## src/rtl/seg_cap_pkg.sv

```systemverilog
package seg_cap_pkg;
  localparam int unsigned BYTE_W = 8;
  typedef enum logic [1:0] {
    ST_IDLE  = 2'd0,
    ST_ARMED = 2'd1,
    ST_SEL   = 2'd2,
    ST_DONE  = 2'd3
  } cap_st_e;
endpackage

```

## src/rtl/seg_edge_sync.sv

```systemverilog
module seg_edge_sync #(
  parameter int unsigned STAGES = 2
) (
  input  logic clk_i,
  input  logic rst_ni,
  input  logic sig_i,
  output logic fall_o
);
  logic [STAGES-1:0] chain_q;
  logic              prev_q;

  for (genvar s = 0; s < STAGES; s++) begin : g_stage
    always_ff @(posedge clk_i or negedge rst_ni) begin
      if (!rst_ni) chain_q[s] <= 1'b0;
      else if (s == 0) chain_q[s] <= sig_i;
      else chain_q[s] <= chain_q[(s == 0) ? 0 : s-1];
    end
  end

  always_ff @(posedge clk_i or negedge rst_ni) begin
    if (!rst_ni) prev_q <= 1'b0;
    else prev_q <= chain_q[STAGES-1];
  end

  assign fall_o = prev_q & ~chain_q[STAGES-1];
endmodule

```

## src/rtl/seg_nib_packer.sv

```systemverilog
module seg_nib_packer
  import seg_cap_pkg::*;
(
  input  logic              clk_i,
  input  logic              rst_ni,
  input  logic              clr_i,
  input  logic              stb_i,
  input  logic              wide_i,
  input  logic [BYTE_W-1:0] dat_i,
  output logic              vld_o,
  output logic [BYTE_W-1:0] byte_o
);
  logic       phase_q;
  logic [3:0] nib_q;

  always_ff @(posedge clk_i or negedge rst_ni) begin
    if (!rst_ni) begin
      phase_q <= 1'b0;
      nib_q   <= '0;
    end else if (clr_i) begin
      phase_q <= 1'b0;
    end else if (stb_i && !wide_i) begin
      phase_q <= ~phase_q;
      if (!phase_q) nib_q <= dat_i[3:0];
    end
  end

  always_comb begin
    if (wide_i) begin
      vld_o  = stb_i;
      byte_o = dat_i;
    end else begin
      vld_o  = stb_i & phase_q;
      byte_o = {dat_i[3:0], nib_q};
    end
  end

  AST_NIB_PAIR: assert property (@(posedge clk_i) disable iff (!rst_ni)
    (!wide_i && stb_i && !clr_i) |=> (phase_q != $past(phase_q)));
endmodule

```

## src/rtl/seg_data_latch.sv

```systemverilog
module seg_data_latch
  import seg_cap_pkg::*;
#(
  parameter int unsigned PIXELS  = 160,
  parameter int unsigned GROUP_W = 16
) (
  input  logic              clk_i,
  input  logic              rst_ni,
  input  logic              clr_i,
  input  logic              we_i,
  input  logic              dir_i,
  input  logic [BYTE_W-1:0] byte_i,
  output logic [PIXELS-1:0] dl_o
);
  localparam int unsigned GROUPS = PIXELS / GROUP_W;
  localparam int unsigned HALVES = GROUP_W / BYTE_W;
  localparam int unsigned PTR_W  = $clog2(GROUPS + 1);
  localparam int unsigned SUB_W  = (HALVES > 1) ? $clog2(HALVES) : 1;

  logic [PTR_W-1:0]  ptr_q;
  logic [SUB_W-1:0]  sub_q;
  logic [PIXELS-1:0] dl_q;
  logic [BYTE_W-1:0] rev;

  always_comb
    for (int b = 0; b < BYTE_W; b++) rev[b] = byte_i[BYTE_W-1-b];

  always_ff @(posedge clk_i or negedge rst_ni) begin
    if (!rst_ni) begin
      ptr_q <= '0;
      sub_q <= '0;
    end else if (clr_i) begin
      ptr_q <= '0;
      sub_q <= '0;
    end else if (we_i) begin
      if (sub_q == SUB_W'(HALVES-1)) begin
        sub_q <= '0;
        ptr_q <= ptr_q + 1'b1;
      end else begin
        sub_q <= sub_q + 1'b1;
      end
    end
  end

  // forward fill: slot (ptr,sub); reverse fill: mirrored slot with mirrored bits
  always_ff @(posedge clk_i or negedge rst_ni) begin
    if (!rst_ni) dl_q <= '0;
    else if (we_i) begin
      for (int g = 0; g < GROUPS; g++)
        for (int s = 0; s < HALVES; s++) begin
          if (dir_i && ptr_q == PTR_W'(g) && sub_q == SUB_W'(s))
            dl_q[g*GROUP_W + s*BYTE_W +: BYTE_W] <= byte_i;
          else if (!dir_i && ptr_q == PTR_W'(GROUPS-1-g) && sub_q == SUB_W'(HALVES-1-s))
            dl_q[g*GROUP_W + s*BYTE_W +: BYTE_W] <= rev;
        end
    end
  end

  assign dl_o = dl_q;

  AST_PTR_STEP: assert property (@(posedge clk_i) disable iff (!rst_ni)
    !clr_i |=> (ptr_q == $past(ptr_q) || ptr_q == $past(ptr_q) + 1'b1));
  AST_PTR_RANGE: assert property (@(posedge clk_i) disable iff (!rst_ni)
    ptr_q <= PTR_W'(GROUPS));
endmodule

```

## src/rtl/seg_line_loader.sv

```systemverilog
module seg_line_loader
  import seg_cap_pkg::*;
#(
  parameter int unsigned PIXELS  = 160,
  parameter int unsigned GROUP_W = 16,
  parameter int unsigned STAGES  = 2
) (
  input  logic                  clk_i,
  input  logic                  rst_ni,
  input  logic                  xck_i,
  input  logic                  lp_i,
  input  logic [BYTE_W-1:0]     dat_i,
  input  logic                  wide_i,
  input  logic                  dir_i,
  input  logic                  en_a_i,
  input  logic                  en_b_i,
  output logic                  en_a_o,
  output logic                  en_b_o,
  input  logic                  blank_ni,
  input  logic                  frm_i,
  output logic [2*PIXELS-1:0]   drv_o
);
  localparam int unsigned CNT_W = $clog2(PIXELS + 1);

  logic xck_fall, lp_fall;
  logic [BYTE_W-1:0] dat_pipe [STAGES];
  logic byte_vld;
  logic [BYTE_W-1:0] byte_val;
  logic [PIXELS-1:0] dl, line_q;
  cap_st_e st_q;
  logic [CNT_W-1:0] cnt_q;
  logic en_in, tok_n, sel, dl_we;

  seg_edge_sync #(.STAGES(STAGES)) i_xck_sync (
    .clk_i(clk_i), .rst_ni(rst_ni), .sig_i(xck_i), .fall_o(xck_fall));
  seg_edge_sync #(.STAGES(STAGES)) i_lp_sync (
    .clk_i(clk_i), .rst_ni(rst_ni), .sig_i(lp_i), .fall_o(lp_fall));

  // data delayed to line up with the synchronized clock edge
  for (genvar s = 0; s < STAGES; s++) begin : g_dpipe
    always_ff @(posedge clk_i or negedge rst_ni) begin
      if (!rst_ni) dat_pipe[s] <= '0;
      else if (s == 0) dat_pipe[s] <= dat_i;
      else dat_pipe[s] <= dat_pipe[(s == 0) ? 0 : s-1];
    end
  end

  assign sel = (st_q == ST_SEL);

  seg_nib_packer i_packer (
    .clk_i(clk_i), .rst_ni(rst_ni), .clr_i(lp_fall),
    .stb_i(xck_fall & sel & ~lp_fall), .wide_i(wide_i),
    .dat_i(dat_pipe[STAGES-1]), .vld_o(byte_vld), .byte_o(byte_val));

  assign dl_we = byte_vld;

  seg_data_latch #(.PIXELS(PIXELS), .GROUP_W(GROUP_W)) i_latch (
    .clk_i(clk_i), .rst_ni(rst_ni), .clr_i(lp_fall), .we_i(dl_we),
    .dir_i(dir_i), .byte_i(byte_val), .dl_o(dl));

  assign en_in = dir_i ? en_a_i : en_b_i;

  always_ff @(posedge clk_i or negedge rst_ni) begin
    if (!rst_ni) begin
      st_q  <= ST_IDLE;
      cnt_q <= '0;
    end else if (lp_fall) begin
      st_q  <= ST_ARMED;
      cnt_q <= '0;
    end else begin
      unique case (st_q)
        ST_ARMED: if (!en_in) st_q <= ST_SEL;
        ST_SEL: if (dl_we) begin
          cnt_q <= cnt_q + CNT_W'(BYTE_W);
          if (cnt_q == CNT_W'(PIXELS - BYTE_W)) st_q <= ST_DONE;
        end
        default: ;
      endcase
    end
  end

  assign tok_n  = (st_q != ST_DONE);
  assign en_a_o = dir_i ? 1'b1 : tok_n;
  assign en_b_o = dir_i ? tok_n : 1'b1;

  always_ff @(posedge clk_i or negedge rst_ni) begin
    if (!rst_ni) line_q <= '0;
    else if (!blank_ni) line_q <= '0;
    else if (lp_fall) line_q <= dl;
  end

  always_comb
    for (int i = 0; i < PIXELS; i++)
      drv_o[2*i +: 2] = blank_ni ? {frm_i ^ line_q[i], line_q[i]} : 2'b00;

  AST_SEL_BOUND: assert property (@(posedge clk_i) disable iff (!rst_ni)
    sel |-> cnt_q < CNT_W'(PIXELS));
  AST_CNT_FROZEN: assert property (@(posedge clk_i) disable iff (!rst_ni)
    (!sel && !lp_fall) |=> $stable(cnt_q));
  AST_TOKEN_FULL: assert property (@(posedge clk_i) disable iff (!rst_ni)
    $fell(tok_n) |-> cnt_q == CNT_W'(PIXELS));
  AST_BLANK_CLEAR: assert property (@(posedge clk_i) disable iff (!rst_ni)
    !blank_ni |=> line_q == '0);
endmodule

```

## config.mk

```make
export PLATFORM = sky130hd
export DESIGN_NAME = seg_line_loader
export DESIGN_NICKNAME = d
export VERILOG_FILES = /design/src/rtl/seg_cap_pkg.sv /design/src/rtl/seg_edge_sync.sv /design/src/rtl/seg_nib_packer.sv /design/src/rtl/seg_data_latch.sv /design/src/rtl/seg_line_loader.sv
export SDC_FILE = /design/constraint.sdc
export NUM_CORES = 1
export LEC_CHECK = 0
export BUFFER_PORTS_ARGS = -buffer_cell sky130_fd_sc_hd__buf_2
export CAP_MARGIN = 20
export CORE_MARGIN = 2
export CORE_UTILIZATION = 50
export DETAILED_ROUTE_END_ITERATION = 8
export PLACE_DENSITY_LB_ADDON = 0.12
export SKIP_CTS_REPAIR_TIMING = 1
export SYNTH_ARGS = -nofsm -noshare
export SYNTH_HDL_FRONTEND = slang
export SYNTH_SLANG_ARGS = --single-unit
```

## constraint.sdc

```tcl
create_clock -name clk_i -period 2.99 [get_ports clk_i]
set_input_delay 0.4485 -clock clk_i [delete_from_list [all_inputs] [get_ports clk_i]]
set_output_delay 0.4485 -clock clk_i [all_outputs]
set_load 0.02 [all_outputs]
```

==> impl_summary.md <==
Run status
The run finished with clean final reports.

Power and ir drop
The fraction of power consumed by sequential logic is 0.443. Summed over all nets, the switching power comes to between 3 and 4 mW. For this design the static power due to leakage is about 12 nW. The cell-internal power is 8.551 mW. The power share of the combinational group is 0.165. Of the total power, the clock network draws 0.393. Of the total power, the share spent switching nets is 0.2757.

IR analysis of the VDD net gives a maximum drop of approximately 360 uV. The total power per unit cell area is ~500 nW/um^2.

Final layout
The number of nets in the layout is 2,258. The synthesis-to-finish area growth is 17.48%. The sequential cell area in the final layout is about 9000 sq um. The number of antenna diodes in the final layout is 0. The number of fillers in the final layout is around 3.6k. Summing all multi-input logic gate instances after layout gives around 11,000 sq um. The share of cells above drive strength 1 is 0.2927.

Yosys
The Yosys step of the flow raised 0 warnings. The total of flip-flops plus latches after synthesis is 359. The post-synthesis share of cell area spent on xor and xnor gates is 0.07158. The dominant combinational cell family by area after synthesis is simple AND/OR/NAND/NOR gates. The post-synthesis instance area is a little over 20,000 sq um.

The area fraction in compound gates after synthesis was 0.07059. The share of the Yosys chip area taken by registers is 0.4450. After synthesis, the mean cell area works out to roughly 10 sq um. Of the total synthesized cell area, the portion taken by full adders, half adders and majority gates is 0.004958. The number of nets handed over by synthesis was about 2.0k. The count of unique library cells instantiated by Yosys is between 40 and 50. Synthesis handed over a netlist of between 1.5k and 2k instances. Yosys mapped a number of flops with a built-in enable equal to 0. The multiplexer fraction of the synthesized cell area is 0.1774.

The fraction of the mapped netlist area in simple logic gates is 0.1919. The most used flip-flop cell after synthesis is dfrtp_1. The async set or reset register ratio after synthesis is 1.000.

CTS
The level count of the clock H-tree is 2. In this run the clock root is driven by a clkbuf_16. In this run the deepest clock path goes through 3 buffers. The number of CTS-inserted buffers is 38. The clock slew seen by the registers of the worst setup and hold paths is roughly 0.060 ns. The clock insertion delay at the later pin of the skew report is about 0.52 ns. The number of clock sinks seen by CTS is 359. The TritonCTS clock tree is done.

GRT
The total global routing track utilization is 0.2226. The number of global-route vias before repair is 13.91k. After global routing the overflow that remains totals 0. The number of antenna violations at the first check in global routing is 3. The first-pass GRT wire length is around 76,000 um. The largest net degree at the start of global routing is around 120.

Hold path
The destination of the worst hold path is dat_pipe[10]. The path class of the tightest hold or removal check is input port to flip-flop. Along the worst hold path, the cell count comes to 1. The critical hold path startpoint is dat_i[2].

Setup path
At the worst endpoint, the arrival time is just under 3 ns. Along the worst path, the maximum fanout reaches 20. The critical path in this run is classified as flip-flop to flip-flop. Tracing the worst setup path back leads to its startpoint at i_latch.sub_q. The critical path goes through nor4b_1 -> and2_1 -> o21a_1 -> mux2_2.

The endpoint of the worst-slack reg-to-reg timing path is i_latch.dl_o[135]. The largest individual stage delay along the critical path comes from the cell nor4b_1. Setup slack on the worst reg-to-reg path comes out at 0.45 ns.

The beginning of the worst register-to-register path is i_latch.sub_q. The required time at the worst-slack endpoint is around 3.4 ns. The number of cell instances on the worst register-to-register path is 4. The largest stage delay on the critical path is roughly 0.73 ns. STA classifies the critical path endpoint as a flip-flop. The worst setup path is launched from a flip-flop.

Route
The post-detailed-route via-to-cell ratio is between 5 and 6. The detailed router finished its first iteration with ~780 violations. The first detailed-routing pass ran for 5 iterations. For this block, the routed nets add up to around 46,000 um of wire. In this run the remaining antenna-violating nets after routing total 0. After detailed routing, the average wire length per cell comes to ~17 um. Across all layers, the routed design uses approximately 14k vias. After detailed routing, the number of remaining DRC violations is 0.

Place
The detailed placer's ending HPWL is ~32,000 um. The congestion estimate from routability-driven global placement came to approximately 0.79. The port buffer count is approximately 340. Before CTS, the worst setup slack after placement is about 0.43 ns.

Timing
The maximum achievable frequency is a little under 400 MHz. Setup total negative slack on the finished layout was measured at 0 ns. Counting I/O delays and the setup requirement, the final critical path takes 2.538 ns.

The final cycle utilization of the critical path is 0.8490. The max-slew violation count was 0. The worst clock skew is around 0.015 ns. The final number of setup-violating endpoints is 0. The final critical-path setup slack is around 0.45 ns. Setup repair after global routing left no endpoint under its margin. The slew at the pin closest to its max-slew limit is roughly 0.85 ns. The count of endpoints failing hold in the final timing report is 0. Headroom to the max-slew limit came out at 0.4302.

Floorplanning
The height of the die is 204.9 um. In this run the horizontal extent of the chip is about 200 um. The floorplan step defined a die boundary enclosing about 42,000 sq um.

The total number of placement rows is 73. In this run the count of I/O pins placed on the die edge is 340. The initial core utilization is 0.5069. The core footprint is ~40,000 sq um.

Job
Max-cap violations in this run came to 0.
## placed cells by master (no fill, tap or decap), drive strengths merged, types with 5 or more instances in the layout
master / instances
a21oi: 5
and2: 331
a21boi: 160
nor2: 28
buf: 396
mux2: 166
clkinv: 5
nand2b: 7
ha: 8
dfrtp: 359
xor2: 160
inv: 5
nand3b: 5
clkbuf: 63
nand2: 337
o21a: 11
xnor2: 5
mux2i: 171
## cell families (layout without fill, tap and decap cells)
logic type,Yosys count,after routing
buffers and inverters,177,470
multiplexers,337,337
XOR/XNOR,165,165
AND/OR/NAND/NOR,733,733
adder cells (fa/ha/maj),8,8
AO/OA/AOI/OAI,186,186
flip-flops,359,359
## worst max-delay path: cells and delay by family (launching register included)
family	cells	cell delay, ns
AOI/OAI and AO/OA	1	0.35
DFF	1	0.72
muxes	1	0.38
and+or+nand+nor	2	0.97
## how the worst max path moves through the flow
stage	end	slack [ns]
finish	i_latch.dl_o[135]	0.45
global route	i_latch.dl_o[124]	0.29
floorplan	i_latch.dl_o[32]	0.93
detailed placement	i_latch.dl_o[131]	0.43
CTS	i_latch.dl_o[135]	0.40
global placement	i_latch.dl_o[128]	0.46
## routing by layer
metal  routed length, um  global-route usage  vias to the layer above
met4                 619             0.04060                        6
met2               21990              0.3698                      262
met1               22050              0.3161                     6933
li1                    -                   -                     6925
met3                1766             0.02800                       52
met5                  38                   0                        -
## cells in the mapped netlist (5+ instances only)
cell        n  area, sq um
xor2_1    160         1401
inv_1       5        18.77
nor2_4     11        123.9
nand2b_1    7        43.79
ha_1        8        100.1
nor2_1     12        45.04
mux2_2    166         1869
and2_1    331         2071
mux2i_1   171         1712
xnor2_1     5        43.79
buf_2      18        90.09
a21boi_0  160         1201
clkbuf_1  126        473.0
buf_1       5        18.77
o21a_1     11        82.58
dfrtp_1   359         8984
nand2_1   334         1254
buf_4      20        150.1
## stage by stage
step | instances | hold WS [ns] | area, sq um | util | total power [mW]
2_1_floorplan | 1965 | 0.1529 | 20190 | - | 6.544
3_3_place_gp | 2716 | 0.3357 | 22470 | 0.5643 | 7.228
3_5_place_dp | 2716 | 0.3355 | 22470 | 0.5643 | 7.278
4_1_cts | 2782 | -0.07594 | 23710 | 0.5953 | 11.94
5_1_grt | 2783 | 0.01397 | 23720 | 0.5955 | 12.34
6_report | 2783 | 0.03105 | 23720 | 0.5955 | 11.81
## flip-flops by register name (all words and copies together) (netlist names)
| name | flops |
|---|---|
| i_lp_sync.chain_q | 2 |
| i_lp_sync.prev_q | 1 |
| i_packer.phase_q | 1 |
| i_latch.dl_o | 160 |
| st_q | 2 |
| i_packer.nib_q | 4 |
| line_q | 160 |
| i_latch.sub_q | 1 |
| i_latch.ptr_q | 4 |
| i_xck_sync.chain_q | 2 |
| cnt_q | 5 |
| dat_pipe | 16 |
| i_xck_sync.prev_q | 1 |
## power groups by stage
stage	Combinational, mW	Sequential, mW	Clock [mW]
floorplan	1.31	5.23	0
global placement	1.92	5.31	0
detailed placement	1.97	5.31	0
CTS	1.97	5.23	4.74
global route	2.14	5.25	4.95
finish	1.94	5.23	4.63
## layout make-up
cell class                 instances  share of cell area
inverter                           5           0.0007913
multi-input combinational       1429              0.4451
tap                              525             0.02770
sequential                       359              0.3788
clock buffer                      61             0.05107
timing repair buffer             399             0.09549
clock inverter                     5            0.001055
No activity file was read; power rests on OpenSTA's default activity.
